===== src/rtl/usb_pstat_pkg.sv =====
package usb_pstat_pkg;
  localparam int PW     = 13;
  localparam int B_CONN = 0;
  localparam int B_CSC  = 1;
  localparam int B_EN   = 2;
  localparam int B_ENC  = 3;
  localparam int B_OCA  = 4;
  localparam int B_OCC  = 5;
  localparam int B_RES  = 6;
  localparam int B_SUSP = 7;
  localparam int B_PWR  = 8;
  localparam int B_OWN  = 9;
  localparam int B_WKC  = 10;
  localparam int B_WKD  = 11;
  localparam int B_WKO  = 12;

  function automatic logic is_rise(logic now_v, logic prev_v);
    return now_v & ~prev_v;
  endfunction

  function automatic logic is_fall(logic now_v, logic prev_v);
    return ~now_v & prev_v;
  endfunction

  // sticky flag: hardware set wins over a write-one clear
  function automatic logic flag_next(logic cur, logic set, logic wr, logic wbit);
    return set | (cur & ~(wr & wbit));
  endfunction

  function automatic logic newly_set(logic cur, logic set);
    return set & ~cur;
  endfunction
endpackage


===== src/rtl/usb_pstat_sample.sv =====
module usb_pstat_sample #(
  parameter int N = 3
) (
  input  logic         clk,
  input  logic         rst_n,
  input  logic [N-1:0] din,
  output logic [N-1:0] q
);
  for (genvar i = 0; i < N; i++) begin : g_bit
    always_ff @(posedge clk) begin
      if (!rst_n) q[i] <= 1'b0;
      else        q[i] <= din[i];
    end
  end
endmodule


===== src/rtl/usb_pstat_suspend.sv =====
module usb_pstat_suspend #(
  parameter bit AT_BOUNDARY = 1'b1
) (
  input  logic clk,
  input  logic rst_n,
  input  logic req,
  input  logic wake,
  input  logic abort,
  input  logic busy,
  input  logic tick,
  output logic pend,
  output logic act
);
  logic go;

  if (AT_BOUNDARY) begin : g_frame
    assign go = pend & ~busy & tick;
  end else begin : g_now
    assign go = pend & ~busy;
  end

  always_ff @(posedge clk) begin
    if (!rst_n) begin
      pend <= 1'b0;
      act  <= 1'b0;
    end else if (abort || wake) begin
      pend <= 1'b0;
      act  <= 1'b0;
    end else if (go) begin
      pend <= 1'b0;
      act  <= 1'b1;
    end else if (req && !act) begin
      pend <= 1'b1;
    end
  end
endmodule


===== src/rtl/usb_port_status.sv =====
module usb_port_status
  import usb_pstat_pkg::*;
#(
  parameter bit OC_POWER_OFF     = 1'b0,
  parameter bit SUSP_AT_BOUNDARY = 1'b1
) (
  input  logic          clk,
  input  logic          rst_n,
  input  logic          wr_en,
  input  logic [PW-1:0] wr_data,
  output logic [PW-1:0] rd_data,
  input  logic          pcd_clr,
  input  logic          pc_ie,
  input  logic          oc_in,
  input  logic          conn_in,
  input  logic          resume_in,
  input  logic          xact_busy,
  input  logic          frame_tick,
  output logic          pcd,
  output logic          irq,
  output logic          wake_req,
  output logic          port_susp
);
  localparam int NSRC   = 3;
  localparam int S_OC   = 0;
  localparam int S_CONN = 1;
  localparam int S_RES  = 2;

  logic [NSRC-1:0] src_now, src_q;
  assign src_now = {resume_in, conn_in, oc_in};

  usb_pstat_sample #(.N(NSRC)) i_sample (
    .clk(clk), .rst_n(rst_n), .din(src_now), .q(src_q)
  );

  // named events
  logic oc_rise, oc_fall, oc_evt, conn_rise, conn_fall, conn_evt, res_rise;
  assign oc_rise   = is_rise(src_now[S_OC], src_q[S_OC]);
  assign oc_fall   = is_fall(src_now[S_OC], src_q[S_OC]);
  assign oc_evt    = oc_rise | oc_fall;
  assign conn_rise = is_rise(src_now[S_CONN], src_q[S_CONN]);
  assign conn_fall = is_fall(src_now[S_CONN], src_q[S_CONN]);
  assign conn_evt  = conn_rise | conn_fall;
  assign res_rise  = is_rise(src_now[S_RES], src_q[S_RES]);

  logic csc_q, en_q, enc_q, occ_q, pwr_q, own_q, wkc_q, wkd_q, wko_q, wake_q;
  logic susp_pend;

  // enable next state
  logic hw_drop, en_ok, en_n, port_drop;
  assign hw_drop = oc_rise | conn_fall;
  assign en_ok   = conn_in & ~oc_in;
  always_comb begin
    en_n = en_q;
    if (wr_en)   en_n = wr_data[B_EN] & (en_q | en_ok);
    if (hw_drop) en_n = 1'b0;
  end
  assign port_drop = en_q & ~en_n;

  // suspend and resume
  logic susp_req, sw_res, port_wake;
  assign susp_req  = wr_en & wr_data[B_SUSP] & en_q & ~own_q;
  assign sw_res    = wr_en & wr_data[B_RES];
  assign port_wake = (susp_pend | port_susp) & (sw_res | res_rise);

  usb_pstat_suspend #(.AT_BOUNDARY(SUSP_AT_BOUNDARY)) i_susp (
    .clk(clk), .rst_n(rst_n), .req(susp_req), .wake(port_wake),
    .abort(port_drop), .busy(xact_busy), .tick(frame_tick),
    .pend(susp_pend), .act(port_susp)
  );

  // change flags and port-change-detect
  logic enc_set, chg_new;
  assign enc_set = oc_rise & en_q;
  assign chg_new = newly_set(csc_q, conn_evt) | newly_set(enc_q, enc_set)
                 | newly_set(occ_q, oc_evt);

  always_ff @(posedge clk) begin
    if (!rst_n) begin
      csc_q  <= 1'b0;
      en_q   <= 1'b0;
      enc_q  <= 1'b0;
      occ_q  <= 1'b0;
      pwr_q  <= 1'b1;
      own_q  <= 1'b0;
      wkc_q  <= 1'b0;
      wkd_q  <= 1'b0;
      wko_q  <= 1'b0;
      pcd    <= 1'b0;
      wake_q <= 1'b0;
    end else begin
      csc_q <= flag_next(csc_q, conn_evt, wr_en, wr_data[B_CSC]);
      enc_q <= flag_next(enc_q, enc_set,  wr_en, wr_data[B_ENC]);
      occ_q <= flag_next(occ_q, oc_evt,   wr_en, wr_data[B_OCC]);
      en_q  <= en_n;
      if (wr_en) begin
        pwr_q <= wr_data[B_PWR];
        own_q <= wr_data[B_OWN];
        wkc_q <= wr_data[B_WKC];
        wkd_q <= wr_data[B_WKD];
        wko_q <= wr_data[B_WKO];
      end
      if (OC_POWER_OFF && oc_rise) pwr_q <= 1'b0;
      pcd    <= chg_new | (pcd & ~pcd_clr);
      wake_q <= res_rise | (conn_rise & wkc_q) | (conn_fall & wkd_q)
              | (oc_rise & wko_q);
    end
  end

  assign irq      = pcd & pc_ie;
  assign wake_req = wake_q;

  always_comb begin
    rd_data         = '0;
    rd_data[B_CONN] = src_q[S_CONN];
    rd_data[B_CSC]  = csc_q;
    rd_data[B_EN]   = en_q;
    rd_data[B_ENC]  = enc_q;
    rd_data[B_OCA]  = src_q[S_OC];
    rd_data[B_OCC]  = occ_q;
    rd_data[B_SUSP] = susp_pend | port_susp;
    rd_data[B_PWR]  = pwr_q;
    rd_data[B_OWN]  = own_q;
    rd_data[B_WKC]  = wkc_q;
    rd_data[B_WKD]  = wkd_q;
    rd_data[B_WKO]  = wko_q;
  end
endmodule


===== config.mk =====
export PLATFORM = sky130hd
export DESIGN_NAME = usb_port_status
export DESIGN_NICKNAME = d
export VERILOG_FILES = /design/src/rtl/usb_pstat_pkg.sv /design/src/rtl/usb_pstat_sample.sv /design/src/rtl/usb_pstat_suspend.sv /design/src/rtl/usb_port_status.sv
export SDC_FILE = /design/constraint.sdc
export NUM_CORES = 1
export LEC_CHECK = 0
export BUFFER_PORTS_ARGS = -buffer_cell sky130_fd_sc_hd__buf_2
export CAP_MARGIN = 20
export CORE_ASPECT_RATIO = 0.6
export CORE_UTILIZATION = 31
export CTS_CLUSTER_DIAMETER = 100
export DETAILED_ROUTE_END_ITERATION = 16
export MAX_ROUTING_LAYER = met4
export PLACE_DENSITY_LB_ADDON = 0.15
export SLEW_MARGIN = 20
export SYNTH_ARGS = -nofsm -noshare
export SYNTH_HDL_FRONTEND = slang
export SYNTH_SLANG_ARGS = --single-unit

===== constraint.sdc =====
create_clock -name clk -period 3.4 [get_ports clk]
set_input_delay 0.17 -clock clk [delete_from_list [all_inputs] [get_ports clk]]
set_output_delay 0.17 -clock clk [all_outputs]
set_load 0.01 [all_outputs]

==> run metrics, run 1 <==
# IOs=40; antenna violations before repair=0; H-tree levels=1; crit-path max FO=3; post-CTS sizing=0; final sum of negative setup slack=0 ns; drt wl/cell=11.4 µm; post-route ant nets=0; DRC Markers=0; Pwr per Cell Area=447 mW/mm²; RSZ-0062 raised after global routing=false; initial core utilization=0.347; first-pass GRT wire length=2.39 mm; Final setup viols=0; # port buffers=36; Skew-Pair Late Insertion Delay=0.25 ns; fin cells=144; die area=0.00278 mm²; sequential area share after synthesis=0.403; post-route clock period utilization=0.402; Slowest cell on crit path=dfxtp_1; share of power burned in registers=0.472; maximum clock path buffer count=2; asr flop ratio synth=0; Hold Path Class=primary input to flop; clock slew at reported path FFs=0.06 ns; crit path capture type=flop; flip-flop and latch count after synthesis=16; Fmax achieved=731 MHz; CTS Buf Count=3; final hold vios=0; Logic pwr share=0.141; Placer Congestion=0.703; post-synthesis cell count=88; WHS=0.133 ns; Total GRT Usage=0.133; top_reg_cell synth=dfxtp_1; syn nets=114; P_sw=103 µW; Post-Place Cells=140; CTS tree=done; CTS root buf=clkbuf_8; CP cell instances=inv_1, ha_1, or2_1, o21a_1, a2111oi_2; Leakage=0.000483 µW; via count=624; Clock power frac=0.387; warning count from the yosys run=0; DP HPWL=1.30 mm; post-synth cell types=31; 1st-iter DRT viols=18; Hold Buf Count CTS=0; antenna cells=0; Avg Inst Size Synth=9.04 µm²; Sw Ratio=0.238; core outline area=0.00229 mm²; Power Internal=330 µW; Area growth syn-to-layout=21.9%; Required @ worst endpoint=3.54 ns; Worst EP arrival=1.51 ns; Tot Pwr=433 µW; total gr overflow=0; peak supply drop=0.000233 V; status=finished clean; layout filler cell count=259; DRT Pass-1 Iters=3; drt total wl=1.64 mm; number of global-route vias before repair=542; Slew Viols, Final=0; Layout Skew=0.00307 ns; share of post-route cells with drive strength above 1=0.421; width of the chip=67.4 µm; max-cap viol count=0; Layout Nets=141; type of origin of the critical path=flop; Die Ht=41.2 µm; Avg Vias per Cell=4.33; CTS Sinks=16; largest net degree at the start of global routing=14; number of flops mapped to enable cells by yosys=0; Netlist Area Pre-Place=796 µm²; Crit path largest cell delay=0.32 ns; Rows=13; fin crit period=1.37 ns; Setup Crit Path Kind=flop to flop; post-CTS setup buffer count=0
-- power groups by stage --
stage	Sequential, µW	Clock, µW	Combinational, µW
detailed placement	209	0	61.8
finish	205	168	61.0
global route	206	181	68.1
global placement	208	0	61.1
floorplan	209	0	43.7
CTS	205	172	62.0
-- cell type report --
cell class                      count  area (µm²)  share of cell area
Sequential cell                    16         320               0.330
Clock buffer                        4        55.1              0.0568
Inverter                            8        30.0              0.0310
Tap cell                           30        37.5              0.0387
Timing Repair Buffer               36         180               0.186
Multi-Input combinational cell     50         347               0.357
-- per-stage QoR --
stage | setup slack, ns | utilization | cell area [µm²]
after CTS | 2.02 | 0.423 | 970
after detailed placement | 2.02 | 0.399 | 915
after global placement | 2.07 | 0.399 | 915
final | 2.03 | 0.423 | 970
after floorplan | 2.14 | - | 796
after global routing | 1.97 | 0.423 | 970
-- critical path: cells and delay by family (launching register included) --
kind,cells,cell delay (ns)
adders and majority gates,1,0.21
buffers and inverters,1,0.05
AOI/OAI and AO/OA,2,0.44
and+or+nand+nor,1,0.25
DFF,1,0.32
-- worst paths after layout --
check / from / endpoint / slack (ns) / depth (start not counted)
setup / recovery: i_sample.q[0] / i_susp.pend / 2.03 / 5
hold / removal: wr_data[8] / pwr_q / 0.13 / 3
setup reg to reg: i_sample.q[0] / i_susp.pend / 2.03 / 5
hold reg to reg: csc_q / csc_q / 0.47 / 2
-- cells in the mapped netlist (2+ instances only) --
cell | n | share of area
dfxtp_1 | 16 | 0.40
buf_4 | 12 | 0.11
nand2_1 | 9 | 0.042
nor2_1 | 8 | 0.038
inv_1 | 5 | 0.024
mux2i_1 | 5 | 0.063
a21oi_1 | 3 | 0.019
a31oi_1 | 3 | 0.024
ha_1 | 3 | 0.047
and2_1 | 2 | 0.016
clkinv_1 | 2 | 0.0094
-- kinds of logic (layout without fill, tap and decap cells) --
kind of cell / after synthesis / count (layout) / share of synthesized area
adder cells (fa/ha/maj): 3 / 3 / 0.0472
AND/OR/NAND/NOR: 28 / 28 / 0.192
multiplexers: 5 / 5 / 0.0629
buffers and inverters: 22 / 48 / 0.162
AO/OA/AOI/OAI: 13 / 13 / 0.129
flip-flops: 16 / 16 / 0.403
other: 1 / 1 / 0.00471
-- placed cells by master, fill, tap and decap left out, types with 2 or more instances in the layout --
cell / netlist / routed
clkinv_1: 2 / 2
dfxtp_1: 16 / 16
ha_1: 3 / 3
clkbuf_8: 0 / 4
inv_1: 5 / 5
a31oi_1: 3 / 3
and2_1: 2 / 2
buf_2: 1 / 36
a21oi_1: 3 / 3
nor2_1: 8 / 8
nand2_1: 9 / 9
mux2i_1: 5 / 5
-- flip-flops by register name (all words and copies together), names as in the netlist --
| register | cells |
|---|---|
| wake_req | 1 |
| wkc_q | 1 |
| i_susp.pend | 1 |
| occ_q | 1 |
| enc_q | 1 |
| wko_q | 1 |
| csc_q | 1 |
| own_q | 1 |
| i_sample.q | 3 |
| pwr_q | 1 |
| pcd | 1 |
| en_q | 1 |
| wkd_q | 1 |
| i_susp.act | 1 |
-- layer usage --
layer,up-vias,GRT usage,part of all wire
met5,-,-,0
met1,272,0.160,0.52
met2,21,0.198,0.40
li1,331,-,-
met3,0,0.0667,0.076
met4,0,0.0319,0
Power figures use the tool's default switching activity.
==> inputs of run 2 (changes only) <==
ABC_AREA = 1   (was unset)
clock period = 1.2 ns   (was 3.4 ns; I/O delays follow)
==> run 2 against run 1 <==
Effect of this change:
- utilization grew 1.1 points
- critical endpoint is now pcd
- wire length grew 1.2%
- non-clock buffer count grew 1
- highest routed layer is now met4
- die area grew 2.0%
- synthesized area grew 2.0%
==> run metrics, run 2 <==
drt total wl=1.66 mm (+1.2%); synth top area cells=dfxtp_1, nand2_1, buf_4, inv_1, nor2_1; Fmax achieved=890 MHz (+22%); DP HPWL=1.32 mm (+1.5%); most common cell after layout, fill and taps aside=buf_2; number of global-route vias before repair=613 (+13%); antenna violations before repair=0 (unchanged); # IOs=40 (unchanged); WL met2=701 µm (+6.1%); top_reg_cell synth=dfxtp_1; Worst EP arrival=1.31 ns (-0.20 ns); Hold Buf Count CTS=0 (unchanged); reg2reg end=pcd; R2R Path Start=i_sample.q[1]; CTS Sinks=16 (unchanged); crit path capture type=flop; CTS root buf=clkbuf_8; H-tree levels=1 (unchanged); Pwr per Cell Area=1240 mW/mm² (+180%); post-synth top area cell=dfxtp_1; Avg Vias per Cell=4.17 (-3.8%); number of flops mapped to enable cells by yosys=0 (unchanged); crit-path max FO=2 (-1); worst reg2reg path depth=6 (+1); Worst Setup EP=pcd; top-count cell post-synth=nand2_1; Total GRT Usage=0.131 (-0.00237); max-cap viol count=0 (unchanged); post-route ant nets=0 (unchanged); DRC Markers=0 (unchanged); Area growth syn-to-layout=23.4%; most frequent cells in the layout=buf_2, nand2_1, inv_1; CTS tree=done; width of the chip=68.1 µm (+0.99%); max FFs per register=3 (unchanged); R2R Setup Slk=0.08 ns (-1.96 ns); DR WL met3=140 µm (+12%); initial core utilization=0.352 (+0.00460); type of origin of the critical path=flop; clock slew at reported path FFs=0.06 ns (about the same); first-pass GRT wire length=2.64 mm (+10%); maximum clock path buffer count=2 (unchanged); Required @ worst endpoint=1.38 ns (-2.16 ns); warning count from the yosys run=0 (unchanged); RSZ-0062 raised after global routing=true; post-synthesis cell count=115 (+31%); Layout Skew=0.00346 ns (+0.000389 ns); most common library cells after synthesis=nand2_1, inv_1, dfxtp_1; Hold Path Class=primary input to flop; post-route clock period utilization=0.937 (+0.534); Yosys top cell area share=0.394 (-0.00806); asr flop ratio synth=0 (unchanged); Rows=13 (unchanged); Layout Nets=169 (+20%); sequential area share after synthesis=0.394 (-0.00806); final sum of negative setup slack=0 ns (unchanged); Slew Viols, Final=0 (unchanged); antenna cells=0 (unchanged); Final setup viols=0 (unchanged); total gr overflow=0 (unchanged); via count=717 (+15%); die area=0.00283 mm² (+2.0%); DRT Pass-1 Iters=4 (+1); final hold vios=0 (unchanged); Skew-Pair Late Insertion Delay=0.25 ns (about the same); flip-flop and latch count after synthesis=16 (unchanged); top sig layer=met4; core outline area=0.00231 mm² (+0.71%); Leakage=0.000567 µW (+18%); syn nets=141 (+24%); post-CTS setup buffer count=0 (unchanged); origin of the worst setup path=i_sample.q[1]; Placer Congestion=0.683 (-2.9%); drt wl/cell=9.65 µm (-15%); share of post-route cells with drive strength above 1=0.359 (-0.0619); post-synth cell types=19 (-39%); Finished Core Util=0.434 (+0.0111); Die Ht=41.6 µm (+0.97%); CTS Buf Count=3 (unchanged); peak supply drop=0.000602 V (+160%); # port buffers=36 (unchanged); layout filler cell count=248 (-4.2%); status=finished clean; M1 WL=805 µm (-5.5%); largest net degree at the start of global routing=13 (-1); Netlist Area Pre-Place=812 µm² (+2.0%); Avg Inst Size Synth=7.06 µm² (-22%); 1st-iter DRT viols=24 (+6); Setup Crit Path Kind=flop to flop; fin crit period=1.12 ns (-0.245 ns); Biggest register=i_sample.q
## run 2: changes by cell type in the layout (fill, tap and decap cells not counted), moves of 2 or more
cell / previous run / this run
a21oi_1: 3 / 5
a31oi_1: 3 / 1
and2_1: 2 / 0
clkinv_1: 2 / 0
ha_1: 3 / 0
ha_2: 0 / 2
inv_1: 5 / 17
mux2i_1: 5 / 0
nand2_1: 9 / 28
nand3_1: 0 / 2
nor2_1: 8 / 15
nor2_2: 0 / 2
nor3_1: 0 / 2
o21ai_0: 1 / 4
## run 2: cell families (layout without fill, tap and decap cells)
logic type	after synthesis	after routing	synth area share
AND/OR/NAND/NOR	53	53	0.274
AO/OA/AOI/OAI	10	10	0.0632
other	1	1	0.00462
adder cells (fa/ha/maj)	3	3	0.0462
flip-flops	16	16	0.394
buffers and inverters	32	59	0.217
## run 2: per-layer routing
metal  global-route usage  vias up
li1                     -      386
met4               0.0375        0
met3               0.0577        2
met2                0.192       23
met1                0.159      306
met5                    -        -
## run 2: critical path: stages (launching register included)
cell and delay, ns:
dfxtp_2 0.32, inv_1 0.08, ha_4 0.20, or2_2 0.27, nand2_1 0.06, nor3_1 0.04, nor2_1 0.10
## run 2: metrics by stage
step	hold slack [ns]	setup WS, ns	instance area, µm²	cells	power (µW)
global route	0.0269	-0.00566	1000	172	1310
finish	0.00466	0.0761	1000	172	1240
global placement	0.260	0.0642	928	168	775
floorplan	0.153	0.0671	812	115	727
CTS	0.000933	0.00548	983	172	1250
detailed placement	0.258	0.0188	928	168	779
## run 2: worst min path at each step
stage                   start            end  cells past startpoint
global placement    resume_in  i_sample.q[2]                      3
floorplan             conn_in  i_sample.q[1]                      2
global route        resume_in  i_sample.q[2]                      3
detailed placement  resume_in  i_sample.q[2]                      3
CTS                 resume_in  i_sample.q[2]                      3
finish              resume_in  i_sample.q[2]                      3
## run 2: final cells by class
| class | instances | area (µm²) | share of cell area |
|---|---|---|---|
| flip-flops and latches | 16 | 322 | 0.321 |
| inverters | 18 | 67.6 | 0.0674 |
| well taps | 30 | 37.5 | 0.0375 |
| multi-input cells | 67 | 333 | 0.332 |
| clock buffers | 4 | 55.1 | 0.0549 |
| repair buffers | 37 | 188 | 0.187 |
## run 2: timing repair
item,in CTS,in global routing
gates resized for setup,0,4
endpoints found under the setup margin,0,3
hold endpoints to repair,0,0
## run 2: power breakdown
group,switching [µW],internal [µW],total [µW]
Clock,179,291,470
Sequential,18.4,564,582
Combinational,103,86.6,189
Total,301,941,1240
==> inputs of run 3 (changes only) <==
SYNTH_HIERARCHICAL = 1   (was unset)
==> run 3 against run 2 <==
Effect of this change:
- hold slack improved by 0.0085 ns
- clock-buffer cell count shrank 1
- combinational power barely moved
- final cell count increased by 1.7%
- clock power down 16%
- synthesized cell count increased by 1.7%
- utilization fell by 0.32 points
- first-iteration DRC count decreased by 8.3%
==> run metrics, run 3 <==
status=finished clean; post-synthesis cell count=117 (+1.7%); Worst EP arrival=1.25 ns (-0.06 ns); Final setup viols=0 (unchanged); sequential area share after synthesis=0.398 (+0.00306); final hold vios=0 (unchanged); Hold Crit Endpoint=i_sample/q[2]; max FFs per register=3 (unchanged); Rows=13 (unchanged); post-route clock period utilization=0.930 (-0.00683); worst reg2reg path depth=7 (+1); DP Area=941 µm² (+1.3%); post-route cell area=995 µm² (-0.75%); Hold Path Class=primary input to flop; number of global-route vias before repair=690 (+13%); most frequent cells in the layout=buf_2, nand2_1, inv_1; Hold Buf Count CTS=0 (unchanged); area of the multi-input gates=329 µm² (-1.1%); # port buffers=36 (unchanged); most common library cells after synthesis=nand2_1, inv_1, nor2_1; syn nets=143 (+1.4%); top_reg_cell synth=dfxtp_1; storage element area=320 µm² (-0.39%); most common cell after layout, fill and taps aside=buf_2; CTS Sinks=16 (unchanged); crit-path max FO=2 (unchanged); 1st-iter DRT viols=22 (-8.3%); WHS Path Cells=3 (unchanged); fin crit period=1.12 ns (-0.00820 ns); Leakage=0.000557 µW (-1.9%); drt total wl=1.91 mm (+15%); initial core utilization=0.349 (-0.00271); core outline area=0.00231 mm² (unchanged); Slew Viols, Final=0 (unchanged); CTS Buf Count=3 (unchanged); DRC Markers=0 (unchanged); width of the chip=67.8 µm (-0.37%); total gr overflow=0 (unchanged); peak supply drop=0.000456 V (-24%); Die Ht=41.5 µm (-0.37%); layout filler cell count=257 (+3.6%); CTS tree=done; synth top area cells=dfxtp_1, nand2_1, buf_4, inv_1, nor2_1; crit path capture type=flop; DRT Pass-1 Iters=4 (unchanged); share of post-route cells with drive strength above 1=0.324 (-0.0350); antenna cells=0 (unchanged); warning count from the yosys run=6 (+6); final sum of negative setup slack=0 ns (unchanged); drt wl/cell=10.9 µm (+13%); Avg Vias per Cell=4.35 (+4.5%); clock slew at reported path FFs=0.06 ns (about the same); Netlist Area Pre-Place=806 µm² (-0.77%); post-synth top area cell=dfxtp_1; RSZ-0062 raised after global routing=false; hold_sp=resume_in; asr flop ratio synth=0 (unchanged); type of origin of the critical path=flop; Fmax achieved=896 MHz (+0.73%); top-count cell post-synth=nand2_1; WHS=0.0132 ns (+0.00849 ns); reg2reg end=pcd; first-pass GRT wire length=3.08 mm (+17%); max-cap viol count=0 (unchanged); Area growth syn-to-layout=23.4% (about the same); Total GRT Usage=0.154 (+0.0234); via count=762 (+6.3%); Yosys top cell area share=0.398 (+0.00306); R2R Path Start=i_sample/q[0]; flip-flop and latch count after synthesis=16 (unchanged); number of flops mapped to enable cells by yosys=0 (unchanged); Layout Nets=173 (+2.4%); Required @ worst endpoint=1.33 ns (-0.05 ns); Avg Inst Size Synth=6.89 µm² (-2.5%); post-synth cell types=16 (-3); Biggest register=i_sample/q; Skew-Pair Late Insertion Delay=0.25 ns (about the same); post-route ant nets=0 (unchanged); Setup Crit Path Kind=flop to flop; Placer Congestion=0.741 (+8.6%); CTS root buf=clkbuf_8; Pwr per Cell Area=1180 mW/mm² (-5.1%); H-tree levels=1 (unchanged); largest net degree at the start of global routing=13 (unchanged); Tot Pwr=1170 µW (-5.8%); R2R Setup Slk=0.08 ns (about the same); DP HPWL=1.53 mm (+16%); Layout Skew=0.00445 ns (+0.000991 ns); maximum clock path buffer count=2 (unchanged); die area=0.00281 mm² (-0.75%); post-CTS setup buffer count=0 (unchanged); Finished Core Util=0.431 (-0.00325); # IOs=40 (unchanged); antenna violations before repair=0 (unchanged)
==> run 3: critical path, cell delays in order, from the launching register on <==
cell and delay, ns:
dfxtp_1 0.32, inv_1 0.05, ha_2 0.32, inv_1 0.04, nand2_1 0.08, nand3_1 0.07, nor2_1 0.09, nor2_1 0.04
==> run 3: worst max path at each step <==
stage	startpoint	endpoint
floorplan	i_sample/q[1]	i_susp/pend
global placement	i_sample/q[1]	i_susp/pend
detailed placement	i_sample/q[0]	i_susp/act
CTS	i_sample/q[0]	i_susp/act
global route	i_sample/q[2]	i_susp/pend
finish	i_sample/q[0]	pcd
==> run 3: power by group <==
part	leakage (µW)	switching (µW)	internal, µW
Clock	0.0000216	173	222
Combinational	0.000403	109	82.6
Sequential	0.000132	18.7	563
Total	0.000557	301	868
==> run 3: cell type report <==
class,count,area share
Clock buffer,3,0.0415
Multi-Input combinational cell,67,0.331
Tap cell,30,0.0377
Sequential cell,16,0.322
Timing Repair Buffer,36,0.181
Inverter,23,0.0868
==> run 3: through the flow <==
step / instances / setup WS [ns]
4_1_cts: 175 / 0.0309
3_3_place_gp: 172 / 0.114
3_5_place_dp: 172 / 0.0723
6_report: 175 / 0.0843
2_1_floorplan: 117 / 0.119
5_1_grt: 175 / 0.00146
==> run 3: metal layers <==
| metal | share of wire | global-route usage | vias to the layer above |
|---|---|---|---|
| li1 | - | - | 396 |
| met5 | 0 | - | - |
| met1 | 0.47 | 0.183 | 334 |
| met4 | 0.012 | 0.0375 | 0 |
| met2 | 0.43 | 0.236 | 28 |
| met3 | 0.087 | 0.0687 | 4 |
==> run 3: cells by family after synthesis <==
| kind of cell | after synthesis | share of synthesized area |
|---|---|---|
| simple gates | 50 | 0.259 |
| buf+inv | 34 | 0.210 |
| flops | 16 | 0.398 |
| compound gates | 13 | 0.0823 |
| fa+ha+maj | 3 | 0.0466 |
| other cells | 1 | 0.00465 |
==> run 3: what timing repair did <==
item | in CTS | in global routing
endpoints found under the setup margin | 0 | 2
hold endpoints to repair | 0 | 0
gates resized for setup | 0 | 4
